$ cat src/rtl/cal_prescale_pkg.sv
package cal_prescale_pkg;

    localparam int INT_W  = 16;
    localparam int FRAC_W = 4;
    localparam int CAL_W  = INT_W + FRAC_W + 1;
    localparam int SLOTS  = 1 << FRAC_W;

    localparam logic [CAL_W-1:0] CAL_RESET = 21'h198233;

    typedef struct packed {
        logic              frac_on;
        logic [FRAC_W-1:0] frac_n;
        logic [INT_W-1:0]  whole;
    } cal_t;

    typedef struct packed {
        logic [INT_W-1:0] cnt;
        logic             bonus;
    } div_state_t;

    function automatic cal_t decode_cal(input logic [CAL_W-1:0] w);
        return cal_t'(w);
    endfunction

    function automatic logic extra_for_slot(input cal_t c, input logic [FRAC_W-1:0] slot);
        return c.frac_on && (slot < c.frac_n);
    endfunction

endpackage

$ cat src/rtl/cal_word_reg.sv
module cal_word_reg
    import cal_prescale_pkg::*;
#(
    parameter logic [CAL_W-1:0] RESET_WORD = CAL_RESET
) (
    input  logic             clk,
    input  logic             rst,
    input  logic             wr_en,
    input  logic [CAL_W-1:0] wr_data,
    output cal_t             cfg
);

    logic [CAL_W-1:0] word_q;

    always_ff @(posedge clk) begin
        if (rst)        word_q <= RESET_WORD;
        else if (wr_en) word_q <= wr_data;
    end

    assign cfg = decode_cal(word_q);

    assert_reg_loads_R6: assert property (@(posedge clk) disable iff (rst)
        wr_en |=> (word_q == $past(wr_data)));

endmodule

$ cat src/rtl/frac_sequencer.sv
module frac_sequencer
    import cal_prescale_pkg::*;
(
    input  logic clk,
    input  logic rst,
    input  logic restart,
    input  logic advance,
    input  cal_t cfg,
    output logic extra_due
);

    logic [FRAC_W-1:0] slot_q;

    always_ff @(posedge clk) begin
        if (rst || restart) slot_q <= '0;
        else if (advance)   slot_q <= slot_q + 1'b1;
    end

    assign extra_due = extra_for_slot(cfg, slot_q);

    assert_slot_step_R5: assert property (@(posedge clk) disable iff (rst)
        (advance && !restart) |=> (slot_q == $past(slot_q) + 1'b1));

    assert_slot_restart_R6: assert property (@(posedge clk) disable iff (rst)
        restart |=> (slot_q == '0));

endmodule

$ cat src/rtl/tick_divider.sv
module tick_divider
    import cal_prescale_pkg::*;
(
    input  logic             clk,
    input  logic             rst,
    input  logic             restart,
    input  logic             tick_en,
    input  logic [INT_W-1:0] whole,
    input  logic             extra_due,
    output logic             wrap,
    output logic             strobe,
    output logic [INT_W-1:0] count
);

    div_state_t st_q, st_d;
    logic       at_end;

    assign at_end = (st_q.cnt == whole);
    assign wrap   = tick_en && !restart && at_end && (!extra_due || st_q.bonus);

    always_comb begin
        st_d = st_q;
        if (tick_en) begin
            if (!at_end) begin
                st_d.cnt = st_q.cnt + 1'b1;
            end else if (extra_due && !st_q.bonus) begin
                st_d.bonus = 1'b1;
            end else begin
                st_d.cnt   = '0;
                st_d.bonus = 1'b0;
            end
        end
    end

    always_ff @(posedge clk) begin
        if (rst || restart) begin
            st_q   <= '0;
            strobe <= 1'b0;
        end else begin
            st_q   <= st_d;
            strobe <= wrap;
        end
    end

    assign count = st_q.cnt;

    assert_strobe_needs_tick_R3: assert property (@(posedge clk) disable iff (rst)
        strobe |-> $past(tick_en && !restart));

    assert_bonus_at_end_R5: assert property (@(posedge clk) disable iff (rst)
        st_q.bonus |-> at_end);

    assert_idle_hold_R2: assert property (@(posedge clk) disable iff (rst)
        (!tick_en && !restart) |=> ($stable(st_q.cnt) && !strobe));

endmodule

$ cat src/rtl/cal_sec_prescaler.sv
module cal_sec_prescaler
    import cal_prescale_pkg::*;
#(
    parameter logic [CAL_W-1:0] RESET_WORD = CAL_RESET
) (
    input  logic             clk,
    input  logic             rst,
    input  logic             osc_tick_en,
    input  logic             cal_wr,
    input  logic [CAL_W-1:0] cal_data,
    output logic             sec_strobe,
    output logic [INT_W-1:0] tick_count
);

    cal_t cfg;
    logic extra_due;
    logic wrap;

    cal_word_reg #(.RESET_WORD(RESET_WORD)) u_cal (
        .clk     (clk),
        .rst     (rst),
        .wr_en   (cal_wr),
        .wr_data (cal_data),
        .cfg     (cfg)
    );

    frac_sequencer u_seq (
        .clk       (clk),
        .rst       (rst),
        .restart   (cal_wr),
        .advance   (wrap),
        .cfg       (cfg),
        .extra_due (extra_due)
    );

    tick_divider u_div (
        .clk       (clk),
        .rst       (rst),
        .restart   (cal_wr),
        .tick_en   (osc_tick_en),
        .whole     (cfg.whole),
        .extra_due (extra_due),
        .wrap      (wrap),
        .strobe    (sec_strobe),
        .count     (tick_count)
    );

    assert_count_bounded_R2: assert property (@(posedge clk) disable iff (rst)
        tick_count <= cfg.whole);

    assert_write_clears_R6: assert property (@(posedge clk) disable iff (rst)
        cal_wr |=> (tick_count == '0 && !sec_strobe));

    assert_strobe_zeroes_R3: assert property (@(posedge clk) disable iff (rst)
        sec_strobe |-> (tick_count == '0));

endmodule

$ cat config.mk
export PLATFORM = sky130hd
export DESIGN_NAME = cal_sec_prescaler
export DESIGN_NICKNAME = d
export VERILOG_FILES = /design/src/rtl/cal_prescale_pkg.sv /design/src/rtl/cal_word_reg.sv /design/src/rtl/frac_sequencer.sv /design/src/rtl/tick_divider.sv /design/src/rtl/cal_sec_prescaler.sv
export SDC_FILE = /design/constraint.sdc
export NUM_CORES = 1
export LEC_CHECK = 0
export ABC_AREA = 1
export BUFFER_PORTS_ARGS = -buffer_cell sky130_fd_sc_hd__buf_2
export CAP_MARGIN = 20
export CORE_MARGIN = 1
export CORE_UTILIZATION = 56
export CTS_CLUSTER_DIAMETER = 80
export DETAILED_ROUTE_END_ITERATION = 8
export HOLD_SLACK_MARGIN = 0.02
export PLACE_DENSITY = 0.82
export SLEW_MARGIN = 20
export SYNTH_ARGS = -nofsm -noshare
export SYNTH_HDL_FRONTEND = slang
export SYNTH_SLANG_ARGS = --single-unit
$ cat constraint.sdc
create_clock -name clk -period 1.9 [get_ports clk]
set_input_delay 0.095 -clock clk [delete_from_list [all_inputs] [get_ports clk]]
set_output_delay 0.095 -clock clk [all_outputs]
set_load 0.005 [all_outputs]
After elaboration in Yosys (flattened, before gate mapping)
Index checks and enable logic that the tools add are counted.
{"block": "op_classes", "addsub": 2, "order_cmp": 1, "eq_ne": 2, "mux": 3, "n_reduce_logical": 12}
{"op": "$mux 16", "n": 2}
{"op": "$add 16x1->16 const B", "n": 1}
{"op": "$eq 16x16->1", "n": 1}
{"op": "$logic_and 1x1->1", "n": 5}
{"op": "$add 4x1->4 const B", "n": 1}
{"op": "$lt 4x4->1", "n": 1}
{"op": "$reduce_and 2->1", "n": 2}
{"op": "$logic_not 1->1", "n": 3}
{"op": "$logic_or 1x1->1", "n": 2}
{"op": "$ne 2x2->1 const B", "n": 1}
{"op": "$mux 1", "n": 1}
{"block": "word_totals", "regBits": 43, "in_bits": 25, "out_inout_bits": 17, "elab_cells": 25}

Longest topological paths before layout
Gate-level depths: netlist of the first run.
{"block": "logic_depth", "word_depth": 5, "ltp_mapped": 12, "mapped_depth_nobuf": 12}

By module
A second synthesis of the first run with hierarchy kept.
{"block": "hier_totals", "cells_unflattened": 431, "hier_area_um2": 2676.3}
{"module": "tick_divider", "n_inst": 1, "cells_per_inst": 276, "area_each_um2": 1582.8, "seq_area_each_um2": 360.3}
{"module": "cal_word_reg", "n_inst": 1, "cells_per_inst": 116, "area_each_um2": 829.5, "seq_area_each_um2": 420.4}
{"module": "frac_sequencer", "n_inst": 1, "cells_per_inst": 39, "area_each_um2": 264.0, "seq_area_each_um2": 80.1}

Worst setup path before layout of the first run
Ideal clock, no wire load.
{"block": "synth_path", "path_type": "register -> register", "startpoint": "register u_cal.word_q[19], in the netlist u_cal.cfg[19]", "endpoint": "register u_div.st_q, in the netlist u_div.count[13]", "setup_ps": 113, "arrival_time_ps": 1468, "required_ps": 1787, "slack_ps": 320, "stages_incl_launch_ff": 11, "n_path_buf": 0, "period_less_slack_ps": 1580, "cell_sequence": "dfxtp_1 -> inv_1 -> ha_1 -> a21oi_1 -> nand3_1 -> nor2_1 -> nand3_4 -> nand2_1 -> inv_1 -> nor2_1 -> nor2_1"}
{"block": "synth_between", "elab_chain_len": 5}
{"element": "from (decl)", "line": "cal_word_reg.sv:13", "source": "logic [CAL_W-1:0] word_q;"}
{"element": "from (signal assigned)", "line": "cal_word_reg.sv:17", "source": "else if (wr_en) word_q <= wr_data;"}
{"element": "$lt 4x4->1", "line": "cal_prescale_pkg.sv:26", "source": "return c.frac_on && (slot < c.frac_n);"}
{"element": "$logic_and 1x1->1", "line": "cal_prescale_pkg.sv:26"}
{"element": "$logic_and 1x1->1", "line": "tick_divider.sv:26", "source": "end else if (extra_due && !st_q.bonus) begin"}
{"element": "$ne 2x2->1 (no source line)"}
{"element": "$reduce_and 2->1 (no source line)"}
{"element": "to (signal assigned)", "line": "tick_divider.sv:40", "source": "st_q <= st_d;"}
{"element": "to (decl)", "line": "tick_divider.sv:15", "source": "div_state_t st_q, st_d;"}
No other way between the ends.
A chain may end at the register's enable or synchronous reset.

Worst setup path in the final report of the first run
{"block": "layout_path", "startpoint": "register u_div.st_q, in the netlist u_div.count[1]", "endpoint": "register u_div.st_q, in the netlist u_div.count[10]"}
{"block": "layout_between", "elab_chain_len": 3, "elab_cells_between_ends": 5, "classes_between": "add/sub (1); eq/ne (2); mux (1); reduce/logical (1)"}
{"element": "branches (longest 3 deep; another with $add 16x1->16)"}
Several ways; the timed one is not identified.

==> out/results.txt, run 1 <==
Compound-Gate Fraction of Synth Area: 12.04%
fill cell count: 406
pre-CTS WS: 0.1266 ns
outcome: finished clean
Top Ports: 42
die width: 69.56 µm
pwr dens: 702.9 mW/mm²
Max VDD drop: 0.4507 mV
Syn-to-layout area delta: 13.31%
worst min path class: input port to register
post-synth top area share: 33.68%
drt via density: 5.295
sequential share of the synthesized area: 33.68%
Cell Rows: 24
post-synthesis mux area share: 0%
Detailed Place HPWL: 4330 µm
R2R cell count: 10
hold path start: cal_data[15]
slowest CP cell: dfxtp_1
CP max stage delay: 0.42 ns
vias in the first global route: 2,348
clk sink count: 43
register-to-register setup slack: 0.10 ns
Clock power frac: 41.9%
asr flop ratio synth: 0%
Slew Limit Headroom: 50.91%
origin of the critical flop-to-flop path: u_div.count[1]
Gate power share: 11.0%
Total GRT Usage: 25.49%
crit path max fanout: 6
Post-Syn Area: 0.002556 mm²
max_cap viols: 0
NetSw: 485.5 µW
prevailing post-synth register cell: dfxtp_1
Max Clk Rate: 556.2 MHz
area share of and/or/nand/nor cells after synthesis: 34.75%
Worst Setup End Kind: register
starting density of the core: 58.30%
warnings from Yosys: 0
Placer Congestion: 0.9293
H-tree lvl count: 2
Required @ worst endpoint: 2.10 ns
commonest cells in the netlist: nand2_1 (98), inv_1 (50), dfxtp_1 (43)
CP arrival: 2.00 ns
clock tree from TritonCTS: done
Num CTS Buffers: 5
area leader, netlist: dfxtp_1
worst hold path cell count: 3
Setup Crit Path Kind: register to register
Reg2Reg Capture Point: u_div.count[10]
largest net degree at the start of global routing: 27
Post-CTS Setup Bufs: 0
Switching Share: 23.84%
overall power: 2.036 mW
XOR/XNOR share of the synthesized area: 1.713%
Ant. Diodes: 0
Post-synth EDFFs: 0
Min-Delay Endpoint: u_cal.cfg[15]
final WL: 5936 µm
grt ovf: 0
first-pass GRT wire length: 10,050 µm
area share of fa/ha/maj cells after synthesis: 2.447%
skew final: 0.008083 ns
Root Driver: clkbuf_8
Net Count, Synth: 419
Synth Instances: 389
Setup-failing EPs final: 0
sequential fraction of design power: 47.1%
Clock Path Buffers: 2
placed cell area: 0.002693 mm²
Top delay family on crit path: simple AND/OR/NAND/NOR gates
internal power: 1.551 mW
IO Port Bufs: 41
synthesized area per cell: 6.571 µm²
layout cell share with drive strength beyond 1: 19.39%
RSZ-0062 raised after global routing: no
slack of the critical path: 0.1021 ns
P_leak: 1.394 nW
WL/cell: 12.50 µm
initial DRC count: 193
worst path cell trace: ha_1, nand2_1, nor2_1, nand2_1, nor2_1, nand2_1, o21ai_0, nand3_1, nand2_1, nor2_1
initial antenna violation count: 0
fin area: 0.002897 mm²
period utilisation layout: 94.63%
CP most frequent cell: nand2_1
post-route setup TNS: 0 ns
fin. max-slew vios: 0
Hold Violations, Final: 0
worst skew pair latency: 0.30 ns
Core ar.: 0.004384 mm²
DR vias: 2,515
Final min period: 1.798 ns
antenna-violating nets left: 0
most common cell in the netlist: nand2_1
actual slew at the worst max-slew pin: 0.7355 ns
CP startpoint kind: register
Die Y: 69.56 µm
fin nets: 452
critical path buffer and inverter count: 0
Die Area: 0.004839 mm²
Synth area leaders: dfxtp_1 (34%), nand2_1 (14%), inv_1 (7.3%)
Synth Register Bits: 43
Post-route DRC: 0
hold slack: 0.01962 ns
post-synthesis cell type count: 25
largest family of logic cells by synthesized area: simple AND/OR/NAND/NOR gates
Pre-Repair DR Iteration Count: 5
Reg clk slew, reported paths: 0.09 ns
[cell families (layout without fill, tap and decap cells)]
kind of cell    Yosys count  count (layout)
simple gates            196             196
xor+xnor                  5               5
flops                    43              43
fa+ha+maj                 5               5
buf+inv                  83             117
compound gates           57              57
[state kept, by name (all words and copies together) (netlist names)]
name and cells:
u_seq.slot_q 4, u_cal.cfg 21, u_div.count 16, u_div.st_q 1
u_div.strobe 1
[tightest hold or removal path: cells and delay by family]
kind                   cells  cell delay (ns)
AO/OA/AOI/OAI              2             0.11
buffers and inverters      1             0.08
[how the worst max path moves through the flow]
stage	end	slack (ns)	cells past startpoint	from
after floorplan	u_div.count[13]	0.32	10	u_cal.cfg[19]
after global placement	u_div.count[7]	0.16	11	u_cal.cfg[19]
after detailed placement	u_div.count[14]	0.13	10	u_cal.cfg[19]
after global routing	u_div.count[10]	0.008	10	u_div.count[1]
final	u_div.count[10]	0.10	10	u_div.count[1]
after CTS	u_div.count[13]	0.11	10	u_cal.cfg[19]
[cells in the final DEF (no fill, tap or decap)]
cell | netlist | layout
nand2_1 | 98 | 98
inv_1 | 50 | 50
dfxtp_1 | 43 | 42
buf_2 | 2 | 41
nor2_1 | 39 | 38
nand3_1 | 37 | 37
a21oi_1 | 27 | 26
o21ai_0 | 24 | 24
a21oi_2 | 6 | 7
nand4_1 | 7 | 7
buf_4 | 17 | 7
nand3_2 | 6 | 6
dlygate4sd3_1 | 0 | 6
inv_2 | 5 | 5
ha_1 | 5 | 5
clkbuf_8 | 0 | 5
xor2_1 | 3 | 3
nor3_1 | 3 | 3
nor2_4 | 2 | 2
nor2_2 | 1 | 2
xnor2_1 | 2 | 2
bufinv_16 | 0 | 2
nand2_4 | 1 | 1
nand4_2 | 1 | 1
nand3_4 | 1 | 1
clkinvlp_4 | 0 | 1
dfxtp_2 | 0 | 1
[power groups by stage]
| stage | clock network [mW] | logic, mW | registers (mW) |
|---|---|---|---|
| after detailed placement | 0 | 0.210 | 0.979 |
| after global placement | 0 | 0.207 | 0.977 |
| final | 0.854 | 0.224 | 0.958 |
| after CTS | 0.861 | 0.222 | 0.958 |
| after global routing | 0.907 | 0.253 | 0.963 |
| after floorplan | 0 | 0.151 | 0.974 |
[through the flow]
stage          cells  utilization (%)
2_1_floorplan    389                -
3_3_place_gp     461            61.42
3_5_place_dp     461            61.42
4_1_cts          475            65.90
5_1_grt          475            66.07
6_report         475            66.07
[metal layers]
| layer | GRT usage, % | part of all wire, % |
|---|---|---|
| met1 | 31.08 | 45 |
| met2 | 45.20 | 49 |
| met3 | 5.087 | 4.0 |
| met4 | 7.256 | 1.6 |
| met5 | 0 | 0 |
[layout make-up]
type | count | area (µm²) | share of cell area (%)
Multi-Input combinational cell | 263 | 1309 | 45.18
Sequential cell | 43 | 862.1 | 29.76
Timing Repair Buffer | 54 | 317.8 | 10.97
Inverter | 55 | 206.4 | 7.127
Clock buffer | 5 | 68.82 | 2.376
Clock inverter | 3 | 67.56 | 2.333
Tap cell | 52 | 65.06 | 2.246
[repair_timing]
action | in CTS | in global routing
hold endpoints to repair | 6 | 0
hold buffers | 6 | 0
resized for setup | 0 | 3
endpoints found under the setup margin | 0 | 6
Note: power is estimated with default switching activity, not from simulation.
==> inputs of run 2 (changes only) <==
--- a/config.mk
+++ b/config.mk
@@ -6,14 +6,14 @@
 export NUM_CORES = 1
 export LEC_CHECK = 0
 export ABC_AREA = 1
-export BUFFER_PORTS_ARGS = -buffer_cell sky130_fd_sc_hd__buf_2
 export CAP_MARGIN = 20
 export CORE_MARGIN = 1
-export CORE_UTILIZATION = 56
+export CORE_UTILIZATION = 58
 export CTS_CLUSTER_DIAMETER = 80
 export DETAILED_ROUTE_END_ITERATION = 8
+export DONT_BUFFER_PORTS = 1
 export HOLD_SLACK_MARGIN = 0.02
-export PLACE_DENSITY = 0.82
+export PLACE_DENSITY = 0.77
 export SLEW_MARGIN = 20
 export SYNTH_ARGS = -nofsm -noshare
 export SYNTH_HDL_FRONTEND = slang
==> out/results.txt, run 2 (synthesized netlist as in run 1, its figures left out) <==
skew final: 0.01636 ns (was 0.008083 ns)
CP max stage delay: 0.32 ns (was 0.42 ns)
initial antenna violation count: 0 (unchanged)
Setup-failing EPs final: 0 (unchanged)
Clock Path Buffers: 2 (unchanged)
initial DRC count: 183 (was 193)
Reg clk slew, reported paths: 0.08 ns (was 0.09 ns)
fin util: 69.41% (was 66.07%)
outcome: finished clean (unchanged)
Detailed Place HPWL: 4095 µm (was 4330 µm)
max_cap viols: 0 (unchanged)
starting density of the core: 62.12% (was 58.30%)
fin nets: 429 (was 452)
Total GRT Usage: 27.68% (was 25.49%)
commonest non-fill, non-tap cell in the layout: nand2_1 (unchanged)
Placer Congestion: 0.8854 (was 0.9293)
Post-route DRC: 0 (unchanged)
Post-CTS Setup Bufs: 0 (unchanged)
Worst Setup End Kind: register (unchanged)
H-tree lvl count: 2 (unchanged)
worst path cell trace: inv_1, ha_1, a21oi_2, nand3_1, nor2_2, nand3_4, buf_4, nand3_1, nand2_1, nor2_1 (was ha_1, nand2_1, nor2_1, nand2_1, nor2_1, nand2_1, o21ai_0, nand3_1, nand2_1, nor2_1)
vias in the first global route: 2,093 (was 2,348)
Ant. Diodes: 0 (unchanged)
P_leak: 1.289 nW (was 1.394 nW)
fin. max-slew vios: 0 (unchanged)
non-filler instance count after layout: 450 (was 475)
clock tree from TritonCTS: done (unchanged)
commonest non-fill, non-tap cells in the layout: nand2_1 (98), inv_1 (50), dfxtp_1 (39), nand3_1 (37), nor2_1 (36) (was nand2_1 (98), inv_1 (50), dfxtp_1 (42), buf_2 (41), nor2_1 (38))
Top Ports: 42 (unchanged)
actual slew at the worst max-slew pin: 0.7560 ns (was 0.7355 ns)
met1 Usage GRT: 34.48% (was 31.08%)
final WL: 6042 µm (was 5936 µm)
Die Y: 68.39 µm (was 69.56 µm)
pwr dens: 673.7 mW/mm² (was 702.9 mW/mm²)
DR vias: 2,422 (was 2,515)
Required @ worst endpoint: 2.12 ns (was 2.10 ns)
met3 Use GR: 6.667% (was 5.087%)
placed cell area: 0.002500 mm² (was 0.002693 mm²)
largest net degree at the start of global routing: 27 (unchanged)
placed insts: 420 (was 461)
pre-CTS WS: 0.1371 ns (was 0.1266 ns)
overall power: 1.924 mW (was 2.036 mW)
die width: 68.39 µm (was 69.56 µm)
Pre-Repair DR Iteration Count: 4 (was 5)
slowest CP cell: ha_1 (was dfxtp_1)
IO Port Bufs: 0 (was 41)
Slew Limit Headroom: 49.43% (was 50.91%)
grt ovf: 0 (unchanged)
CP startpoint kind: register (unchanged)
grt peak-use layer: met2 (unchanged)
Setup Crit Path Kind: register to register (unchanged)
slack of the critical path: 0.1199 ns (was 0.1021 ns)
Max VDD drop: 0.5417 mV (was 0.4507 mV)
worst skew pair latency: 0.30 ns (about the same)
M2 GR Usage: 44.12% (was 45.20%)
clk sink count: 43 (unchanged)
Die Area: 0.004677 mm² (was 0.004839 mm²)
period utilisation layout: 93.69% (was 94.63%)
first-pass GRT wire length: 9425 µm (was 10,050 µm)
fin area: 0.002856 mm² (was 0.002897 mm²)
Syn-to-layout area delta: 11.75% (was 13.31%)
Max Clk Rate: 561.8 MHz (was 556.2 MHz)
Num CTS Buffers: 5 (unchanged)
Hold Violations, Final: 0 (unchanged)
Root Driver: clkbuf_8 (unchanged)
Final min period: 1.780 ns (was 1.798 ns)
crit path max fanout: 15 (was 6)
hold slack: 0.02097 ns (was 0.01962 ns)
CP arrival: 2.00 ns (about the same)
Core ar.: 0.004115 mm² (was 0.004384 mm²)
layout cell share with drive strength beyond 1: 12.00% (was 19.39%)
drt via density: 5.382 (was 5.295)
CP most frequent cell: nand3_1 (was nand2_1)
antenna-violating nets left: 0 (unchanged)
WL/cell: 13.43 µm (was 12.50 µm)
worst min path class: input port to register (unchanged)
Largest register FFs: 21 (unchanged)
post-route setup TNS: 0 ns (unchanged)
Cell Rows: 23 (was 24)
run 2: layout make-up:
class | instances | area [µm²]
flip-flops and latches | 43 | 865.8
clock buffers | 6 | 82.58
fillers | 380 | 1259
repair buffers | 31 | 290.3
clock inverters | 2 | 35.03
multi-input cells | 263 | 1314
inverters | 55 | 206.4
well taps | 50 | 62.56
run 2: metal layers:
| metal | wire [µm] | part of all wire [%] |
|---|---|---|
| met5 | 0 | 0 |
| met4 | 172 | 2.8 |
| met3 | 443 | 7.3 |
| met2 | 2794 | 46 |
| met1 | 2631 | 44 |
run 2: final timing paths:
| kind | startpoint | endpoint | slack [ns] | cells past startpoint |
|---|---|---|---|---|
| worst max-delay path | u_cal.cfg[19] | u_div.count[7] | 0.12 | 10 |
| worst min-delay path | cal_data[3] | u_cal.cfg[3] | 0.02 | 2 |
| worst max register to register | u_cal.cfg[19] | u_div.count[7] | 0.12 | 10 |
| worst min register to register | u_cal.cfg[16] | u_cal.cfg[16] | 0.47 | 2 |
run 2: power breakdown:
group | total, mW | switching [mW] | internal [mW]
Sequential | 0.958 | 0.0211 | 0.937
Combinational | 0.214 | 0.123 | 0.0917
Clock | 0.752 | 0.326 | 0.426
Total | 1.92 | 0.470 | 1.45
run 2: worst max-delay path: cells and delay by family, from the launching register on:
| kind | cells | cell delay [ns] |
|---|---|---|
| simple gates | 6 | 0.65 |
| buf+inv | 2 | 0.25 |
| compound gates | 1 | 0.16 |
| fa+ha+maj | 1 | 0.32 |
| flops | 1 | 0.31 |
run 2: timing repair:
action	CTS	global route
hold endpoints to repair	35	0
hold buffers	22	0
setup endpoints to repair	0	12
gates resized for setup	0	9
